===== src/rtl/dbgsw_pkg.sv =====
package dbgsw_pkg;

    localparam int unsigned DFLT_RUN_LEN = 50;
    localparam int unsigned SW_CODE_W    = 16;

    localparam logic [SW_CODE_W-1:0] CODE_JTAG_TO_SERIAL = 16'hE79E;
    localparam logic [SW_CODE_W-1:0] CODE_SERIAL_TO_JTAG = 16'hE73C;

    typedef enum logic [1:0] {
        MS_IDLE    = 2'd0,
        MS_ARMED   = 2'd1,
        MS_COLLECT = 2'd2
    } match_st_e;

    typedef enum logic {
        PORT_JTAG   = 1'b0,
        PORT_SERIAL = 1'b1
    } port_mode_e;

    typedef struct packed {
        port_mode_e mode;
        logic       line_rst;
        logic       mode_chg;
    } port_status_t;

    // The only code accepted from a given mode is the one leading away from it.
    function automatic logic [SW_CODE_W-1:0] code_for_exit(
        input port_mode_e                cur,
        input logic [SW_CODE_W-1:0]      to_serial,
        input logic [SW_CODE_W-1:0]      to_jtag
    );
        return (cur == PORT_SERIAL) ? to_jtag : to_serial;
    endfunction

endpackage


===== src/rtl/hi_run_tracker.sv =====
module hi_run_tracker #(
    parameter int unsigned RUN_LEN = dbgsw_pkg::DFLT_RUN_LEN,
    localparam int unsigned CW     = $clog2(RUN_LEN + 1)
) (
    input  logic          clk,
    input  logic          rst,
    input  logic          dio,
    output logic [CW-1:0] run_cnt,
    output logic          arm_now,
    output logic          reach_now
);
    localparam logic [CW-1:0] CNT_MAX  = CW'(RUN_LEN);
    localparam logic [CW-1:0] CNT_LAST = CW'(RUN_LEN - 1);

    // This sample keeps or brings the run at or beyond the limit.
    assign arm_now   = dio && (run_cnt >= CNT_LAST);
    // This sample is exactly the one that completes the run.
    assign reach_now = dio && (run_cnt == CNT_LAST);

    always_ff @(posedge clk) begin
        if (rst) begin
            run_cnt <= '0;
        end else if (!dio) begin
            run_cnt <= '0;
        end else if (run_cnt != CNT_MAX) begin
            run_cnt <= run_cnt + 1'b1;
        end
    end

    assert_no_overflow_R10: assert property (@(posedge clk) disable iff (rst)
        run_cnt <= CNT_MAX);

    assert_low_clears_R2: assert property (@(posedge clk) disable iff (rst)
        !dio |=> (run_cnt == '0));

    assert_high_steps_R2: assert property (@(posedge clk) disable iff (rst)
        (dio && run_cnt < CNT_MAX) |=> (run_cnt == $past(run_cnt) + 1'b1));

endmodule


===== src/rtl/code_matcher.sv =====
module code_matcher #(
    parameter int unsigned CODE_W = dbgsw_pkg::SW_CODE_W,
    localparam int unsigned IW    = $clog2(CODE_W)
) (
    input  logic              clk,
    input  logic              rst,
    input  logic              dio,
    input  logic              arm_now,
    input  logic [CODE_W-1:0] exp_code,
    output logic              code_hit
);
    import dbgsw_pkg::*;

    localparam logic [IW-1:0] IDX_LAST = IW'(CODE_W - 1);

    match_st_e         state;
    logic [IW-1:0]     idx;
    logic [CODE_W-1:0] shreg;
    logic              bit_ok;

    assign bit_ok   = (dio == exp_code[idx]);
    assign code_hit = (state == MS_COLLECT) && bit_ok && (idx == IDX_LAST);

    always_ff @(posedge clk) begin
        if (rst) begin
            state <= MS_IDLE;
            idx   <= '0;
            shreg <= '0;
        end else begin
            unique case (state)
                MS_IDLE: begin
                    idx <= '0;
                    if (arm_now) state <= MS_ARMED;
                end
                MS_ARMED: begin
                    // Highs only extend the run; the first low opens the code.
                    if (!dio) begin
                        if (exp_code[0] == dio) begin
                            state <= MS_COLLECT;
                            idx   <= IW'(1);
                            shreg <= {dio, shreg[CODE_W-1:1]};
                        end else begin
                            state <= MS_IDLE;
                        end
                    end
                end
                MS_COLLECT: begin
                    if (!bit_ok) begin
                        state <= MS_IDLE;
                        idx   <= '0;
                    end else begin
                        shreg <= {dio, shreg[CODE_W-1:1]};
                        if (idx == IDX_LAST) begin
                            state <= MS_IDLE;
                            idx   <= '0;
                        end else begin
                            idx <= idx + 1'b1;
                        end
                    end
                end
                default: state <= MS_IDLE;
            endcase
        end
    end

    assert_hit_rearms_R11: assert property (@(posedge clk) disable iff (rst)
        code_hit |=> (state == MS_IDLE));

    assert_armed_by_high_R2: assert property (@(posedge clk) disable iff (rst)
        (state == MS_ARMED) |-> $past(dio));

    assert_collect_index_R6: assert property (@(posedge clk) disable iff (rst)
        (state == MS_COLLECT) |-> (idx != '0));

    assert_full_code_R3: assert property (@(posedge clk) disable iff (rst)
        code_hit |=> (shreg == $past(exp_code)));

endmodule


===== src/rtl/dbg_mode_switch_detector.sv =====
module dbg_mode_switch_detector #(
    parameter int unsigned RUN_LEN             = dbgsw_pkg::DFLT_RUN_LEN,
    parameter int unsigned CODE_W              = dbgsw_pkg::SW_CODE_W,
    parameter logic [CODE_W-1:0] TO_SERIAL_CODE = dbgsw_pkg::CODE_JTAG_TO_SERIAL,
    parameter logic [CODE_W-1:0] TO_JTAG_CODE   = dbgsw_pkg::CODE_SERIAL_TO_JTAG,
    localparam int unsigned CW                  = $clog2(RUN_LEN + 1)
) (
    input  logic clk,
    input  logic rst,
    input  logic dio_i,
    output logic port_serial_o,
    output logic line_reset_o,
    output logic mode_changed_o
);
    import dbgsw_pkg::*;

    port_status_t      st;
    logic [CW-1:0]     run_cnt;
    logic              arm_now;
    logic              reach_now;
    logic              code_hit;
    logic [CODE_W-1:0] exp_code;

    hi_run_tracker #(.RUN_LEN(RUN_LEN)) u_run (
        .clk       (clk),
        .rst       (rst),
        .dio       (dio_i),
        .run_cnt   (run_cnt),
        .arm_now   (arm_now),
        .reach_now (reach_now)
    );

    assign exp_code = (st.mode == PORT_SERIAL) ? TO_JTAG_CODE : TO_SERIAL_CODE;

    code_matcher #(.CODE_W(CODE_W)) u_match (
        .clk      (clk),
        .rst      (rst),
        .dio      (dio_i),
        .arm_now  (arm_now),
        .exp_code (exp_code),
        .code_hit (code_hit)
    );

    always_ff @(posedge clk) begin
        if (rst) begin
            st <= '{mode: PORT_JTAG, line_rst: 1'b0, mode_chg: 1'b0};
        end else begin
            st.mode_chg <= code_hit;
            st.line_rst <= reach_now && (st.mode == PORT_SERIAL);
            if (code_hit) begin
                st.mode <= (st.mode == PORT_SERIAL) ? PORT_JTAG : PORT_SERIAL;
            end
        end
    end

    assign port_serial_o  = (st.mode == PORT_SERIAL);
    assign line_reset_o   = st.line_rst;
    assign mode_changed_o = st.mode_chg;

    assert_flip_has_pulse_R3: assert property (@(posedge clk) disable iff (rst)
        (port_serial_o != $past(port_serial_o)) |-> mode_changed_o);

    assert_pulse_has_flip_R7: assert property (@(posedge clk) disable iff (rst)
        mode_changed_o |-> (port_serial_o != $past(port_serial_o)));

    assert_mc_single_R4: assert property (@(posedge clk) disable iff (rst)
        mode_changed_o |=> !mode_changed_o);

    assert_lr_single_R8: assert property (@(posedge clk) disable iff (rst)
        line_reset_o |=> !line_reset_o);

    assert_lr_serial_only_R8: assert property (@(posedge clk) disable iff (rst)
        line_reset_o |-> $past(port_serial_o));

endmodule


===== config.mk =====
export PLATFORM = sky130hd
export DESIGN_NAME = dbg_mode_switch_detector
export DESIGN_NICKNAME = d
export VERILOG_FILES = /design/src/rtl/dbgsw_pkg.sv /design/src/rtl/hi_run_tracker.sv /design/src/rtl/code_matcher.sv /design/src/rtl/dbg_mode_switch_detector.sv
export SDC_FILE = /design/constraint.sdc
export NUM_CORES = 1
export LEC_CHECK = 0
export BUFFER_PORTS_ARGS = -buffer_cell sky130_fd_sc_hd__clkbuf_2
export CAP_MARGIN = 20
export CORE_MARGIN = 2
export CORE_UTILIZATION = 55
export DETAILED_ROUTE_END_ITERATION = 7
export PLACE_DENSITY_LB_ADDON = 0.08
export SLEW_MARGIN = 20
export SYNTH_ARGS = -nofsm -noshare
export SYNTH_HDL_FRONTEND = slang
export SYNTH_HIERARCHICAL = 1
export SYNTH_SLANG_ARGS = --single-unit

===== constraint.sdc =====
create_clock -name clk -period 3.05 [get_ports clk]
set_input_delay 0.305 -clock clk [delete_from_list [all_inputs] [get_ports clk]]
set_output_delay 0.305 -clock clk [all_outputs]
set_load 0.02 [all_outputs]

* Word-level counts from Yosys, hierarchy flattened *
Cells that the tools add are included.

storage, ports and cells
  register bits after elaboration = 15
  input port bits = 3
  output and inout bits = 3
  word-level logic and storage cells = 47

cells by class
  $add $sub $neg = 2
  order comparisons = 2
  equality and inequality tests = 11
  mux-type cells = 15
  bitwise gates (word level) = 1
  reductions and logical operators = 10

operator list
  operator                                                                      number
  4-bit 2-to-1 mux                                                              4
  4-bit case mux with 3 select lines                                            1
  2-bit 2-to-1 mux                                                              5
  8-bit 2-to-1 mux                                                              1
  6-bit by 1-bit adder with 6-bit output, second input constant                 1
  6-bit == test, second input constant                                          1
  6-bit greater-or-equal comparator, second input constant                      1
  6-bit != test, second input constant                                          1
  2-bit case mux with 3 select lines                                            1
  3-bit AND reduction                                                           2
  1-bit logical AND                                                             5
  4-bit by 5-bit less-than comparator with 1-bit output, second input constant  1
  4-bit by 1-bit adder with 4-bit output, second input constant                 1
  1-bit binary-select mux with 4-bit select                                     1
  4-bit == test, second input constant                                          1
  2-bit != test, second input constant                                          2
  3-bit != test, second input constant                                          1
  3-bit nonzero test                                                            1
  1-bit == test                                                                 2
  2-bit by 1-bit == test with 1-bit output, second input constant               1
  2-bit == test, second input constant                                          1
  2-bit zero test                                                               1
  1-bit 2-to-1 mux                                                              2
  2-bit by 1-bit != test with 1-bit output, second input constant               1
  2 further kinds                                                               2

* Longest topological paths before layout *
  depth after elaboration = 6
  depth in mapped cells = 8
  depth with buffers taken out = 8

* Cells and area by module *
The synthesis kept the hierarchy.

by module, submodules not included
  module                    times used  cells an instance  area an instance (um^2)
  code_matcher              1           83                 734.5
  hi_run_tracker            1           39                 347.8
  dbg_mode_switch_detector  1           11                 97.6

* Least setup slack after synthesis *
OpenSTA, ideal clock, no wires.

  path kind = reg2reg
  from = reg st (netlist bit port_serial_o)
  to = reg u_match.state[1]
  arrival time = 2.165 ns
  required time = 2.966 ns
  path slack = 0.800 ns
  cell stages (with the launch flop) = 7
  cell sequence = dfxtp_1 inv_1 mux2_1 mux4_2 mux2i_4 or4_1 o31ai_2

between the ends
  word-level cells in the longest chain between the ends = 6

ends and longest elaborated chain
  what                                                                                 line                            RTL
  start, declared                                                                      dbg_mode_switch_detector.sv:17  port_status_t st;
  start signal, assigned                                                               dbg_mode_switch_detector.sv:46  st <= '{mode: PORT_JTAG, line_rst: 1'b0, mode_chg: 1'b0};
  8-bit 2-to-1 mux (*)                                                                 dbg_mode_switch_detector.sv:33  assign exp_code = (st.mode == PORT_SERIAL) ? TO_JTAG_CODE : TO_SERIAL_CODE;
  named net exp_code[1]                                                                dbg_mode_switch_detector.sv:22  logic [CODE_W-1:0] exp_code;
  1-bit binary-select mux with 4-bit select (*)                                        code_matcher.sv:21              assign bit_ok = (dio == exp_code[idx]);
  1-bit 2-to-1 mux (implied by the code) (*)                                           code_matcher.sv:21
  1-bit == test (*)                                                                    code_matcher.sv:21
  3-bit != test (no line) or 2-bit 2-to-1 mux (tied branches)                          --
  3-bit AND reduction (no line) or 2-bit case mux with 3 select lines (tied branches)  --
  end signal, assigned                                                                 code_matcher.sv:26              state <= MS_IDLE;
  end signal, assigned                                                                 code_matcher.sv:33              if (arm_now) state <= MS_ARMED;
  end signal, assigned                                                                 code_matcher.sv:39              state <= MS_COLLECT;
  end, declared                                                                        code_matcher.sv:16              match_st_e state;

Mark *: on every way through the listed nets, which the timed path passes. The rest lies on a longest branch. The select of a mux whose other input is x is not followed.
A chain may end at the register's enable or synchronous reset.

* Final worst setup path *
  from = reg u_match.idx[0]
  to = reg u_match.state[1]

between the ends
  word-level cells in the longest chain between the ends = 5

ends and longest elaborated chain
  what                                                                                 line                RTL
  start, declared                                                                      code_matcher.sv:17  logic [IW-1:0] idx;
  start signal, assigned                                                               code_matcher.sv:57  idx <= idx + 1'b1;
  1-bit binary-select mux with 4-bit select                                            code_matcher.sv:21
  1-bit 2-to-1 mux (implied by the code)                                               code_matcher.sv:21
  1-bit == test                                                                        code_matcher.sv:21
  3-bit != test (no line) or 2-bit 2-to-1 mux (tied branches)                          --
  3-bit AND reduction (no line) or 2-bit case mux with 3 select lines (tied branches)  --

Several ways; a longest one is shown, not always the timed one. The select of a mux whose other input is x is not followed.

==> summary.txt <==
========================================================================================
Drt wl/cell                                                                      12.3 um
Crit-path max FO                                                                      12
Critical path startpoint category                                               register
Max stage delay on crit path                                                     0.67 ns
Worst EP required                                                                3.26 ns
Post-synthesis cell type with the largest combined area                     sky130_fd_sc_hd__dfxtp_1
Unique cell type count in the Yosys netlist                                           44
Cell area after synthesis                                                   0.00118 mm^2
Final setup violation count                                                            0
Worst Path Arrival                                                               2.71 ns
Sequential element share of the synthesized area                                   25.5%
Count of flip-flops with a built-in enable after synthesis                             0
Main flop type after synthesis                                              sky130_fd_sc_hd__dfxtp_1
Final TNS setup                                                                     0 ns
Part of the cycle the worst path needs                                             82.1%
Initial antenna violation count                                                        0
Global route total overflow                                                            0
GR Util All Layers                                                                 19.4%
Fraction of registers with async set/reset                                            0%
Insertion delay to the later sink of the worst-skew pair                         0.28 ns
Area inside the core boundary                                               0.00200 mm^2
Final critical path time including I/O delays and setup                          2.50 ns
Setup slack after placement                                                     0.553 ns
Synthesized area per cell                                                      8.87 um^2
Endpoints failing hold                                                                 0
TritonCTS Buffers                                                                      3
Clk_skew                                                                      0.00909 ns
Max clock buf depth                                                                    2
Seq cells post-synth                                                                  15
Post-CTS setup repair buffer count                                                     0
Antenna cells                                                                          0
Fraction of synthesized cell area taken by the top area cell type                  25.5%
Final Max Tran Viols                                                                   0
Via count of the first global-routing pass                                           888
RSZ-0062 raised after global routing                                               false
Core occupancy in the finished layout                                              64.4%
Power density over cell area                                                 308 mW/mm^2
Total half-perimeter wirelength after legalization and detailed placement        1700 um
Die area                                                                    0.00253 mm^2
Worst Tran Pin Value                                                            0.536 ns
Hold_ws                                                                         0.357 ns
Vert. Die Dim                                                                    50.3 um
Number of buffers and inverters on the critical path                                   0
Root buf cell                                                               sky130_fd_sc_hd__clkbuf_4
I/O pin count                                                                          6
CTS HTree Levels                                                                       1
CP cell instances                                                           mux2_2, mux4_2, mux2i_4, or4_1, o31ai_2
Initial Utilization                                                                58.9%
Cells after Synth                                                                    133
Area Growth Syn to Fin                                                             9.33%
Area of all placed cells without fillers                                    0.00129 mm^2
Most numerous cell in the Yosys netlist                                     sky130_fd_sc_hd__dfxtp_1
Width of the die                                                                 50.3 um
Fmax                                                                           0.399 GHz
Count of standard-cell rows                                                           16
Commonest cells post-synth                                                  15 x sky130_fd_sc_hd__dfxtp_1, 13 x sky130_fd_sc_hd__nand2_1, 11 x sky130_fd_sc_hd__nand3_1, 9 x sky130_fd_sc_hd__ha_1, 9 x sky130_fd_sc_hd__inv_1
Total Routed Length                                                              2190 um
Leakage                                                                         0.513 nW
Number of nets in the final layout                                                   164
CTS tree                                                                            done
DRC marker count from the first detailed-route iteration                              21
Clock Pin Slew Worst Setup and Hold Paths                                        0.09 ns
Total of warnings raised by yosys                                                      6
Post-DR vias/cell                                                                   5.48
Cell with the largest stage delay on the worst path                         sky130_fd_sc_hd__dfxtp_1
Dominant cells by area after synthesis                                      sky130_fd_sc_hd__dfxtp_1 25%, sky130_fd_sc_hd__ha_1 9.5%, sky130_fd_sc_hd__mux2_4 6.4%
Run status                                                                  complete, no violations
Min-delay worst type                                                              in2reg
Wire length of the first global-routing pass                                     3730 um
Drt pass-1 iters                                                                       4
Count of maximum capacitance violations                                                0
Type of destination of the critical path                                        register
Number of design rule violations left after detail routing                             0
Category of the critical setup timing path                                       reg2reg
Worst setup slack after layout                                                  0.545 ns
Clk sink count                                                                        15
Proportion of layout cells with a drive suffix above 1                             16.6%
Worst vdd ir                                                                      324 uV
Port bufs                                                                              5
CP delay by family, top                                                     multiplexers
Cell area reported after detailed placement                                 0.00126 mm^2
Relative slew margins                                                              64.2%
Largest net degree at the start of global routing                                     13
Number of vias in the routed layout                                                  975
Detail Route Antenna Nets                                                              0
Final estimated routing congestion in global placement                             0.794
Resized Gates After CTS                                                                0
Number of buffers inserted for hold repair after clock tree synthesis                  0
========================================================================================
-- stage by stage --
step	power [mW]	cells
after global placement	0.288	174
after global routing	0.419	178
after CTS	0.402	178
final	0.397	178
after detailed placement	0.290	174
after floorplan	0.273	146
-- power breakdown --
part / internal [mW] / switching (mW) / leakage [nW]
clock network: 0.0507 / 0.0605 / 0.0150
registers: 0.200 / 0.00528 / 0.121
logic: 0.0335 / 0.0470 / 0.377
total: 0.285 / 0.113 / 0.513
-- metal layers --
metal	track usage, %	routed length, um
met2	29.6	985
met4	8.11	34
met3	5.06	94
met5	0	0
met1	26.0	1080
-- flip-flops by register name, indices dropped and copies added, names as in the netlist --
| signal | flops |
|---|---|
| line_reset_o | 1 |
| u_match/idx | 4 |
| u_run/run_cnt | 6 |
| port_serial_o | 1 |
| mode_changed_o | 1 |
| u_match/state | 2 |
-- worst reg2reg max path, delay by kind of cell, from the launching register on --
kind / cells / cell delay, ns
AO/OA/AOI/OAI: 1 / 0.07
flip-flops: 1 / 0.67
multiplexers: 3 / 1.15
AND/OR/NAND/NOR: 1 / 0.54
-- final timing paths --
path	startpoint	endpoint	slack, ns	cells past startpoint
setup / recovery	u_match/idx[0]	u_match/state[1]	0.55	5
hold / removal	rst	u_match/idx[3]	0.36	2
setup reg to reg	u_match/idx[0]	u_match/state[1]	0.55	5
hold reg to reg	u_match/state[0]	u_match/state[0]	0.50	2
-- kinds of logic after synthesis --
group / count (synthesis) / synth area share [%]
AND/OR/NAND/NOR: 56 / 26.2
AO/OA/AOI/OAI: 17 / 9.33
multiplexers: 16 / 20.3
flip-flops: 15 / 25.5
buffers and inverters: 13 / 4.88
adder cells (fa/ha/maj): 9 / 9.54
XOR/XNOR: 5 / 3.71
other: 2 / 0.637
-- final cells by class --
| cell class | count | area (um^2) |
|---|---|---|
| multi-input combinational | 118 | 871 |
| fill | 190 | 712 |
| sequential | 15 | 300 |
| inverter | 9 | 33.8 |
| tap | 27 | 33.8 |
| clock buffer | 4 | 26.3 |
| timing repair buffer | 5 | 25.0 |
-- cells in the final DEF (no fill, tap or decap), types with 2 or more instances in the layout --
master,n
sky130_fd_sc_hd__xnor2_1,3
sky130_fd_sc_hd__clkbuf_4,3
sky130_fd_sc_hd__nand4_1,3
sky130_fd_sc_hd__a31oi_1,2
sky130_fd_sc_hd__mux2i_4,2
sky130_fd_sc_hd__ha_1,9
sky130_fd_sc_hd__a21oi_1,6
sky130_fd_sc_hd__conb_1,15
sky130_fd_sc_hd__nor3b_1,2
sky130_fd_sc_hd__mux2_4,5
sky130_fd_sc_hd__dfxtp_1,15
sky130_fd_sc_hd__nand2_1,13
sky130_fd_sc_hd__o22ai_1,2
sky130_fd_sc_hd__mux4_2,2
sky130_fd_sc_hd__nor2b_1,6
sky130_fd_sc_hd__xor2_1,2
sky130_fd_sc_hd__inv_1,9
sky130_fd_sc_hd__mux2i_1,4
sky130_fd_sc_hd__clkbuf_2,5
sky130_fd_sc_hd__nor2_1,6
sky130_fd_sc_hd__nand3_1,11
sky130_fd_sc_hd__mux2_1,2
sky130_fd_sc_hd__nor3_1,4
Power figures use the tool's default switching activity.
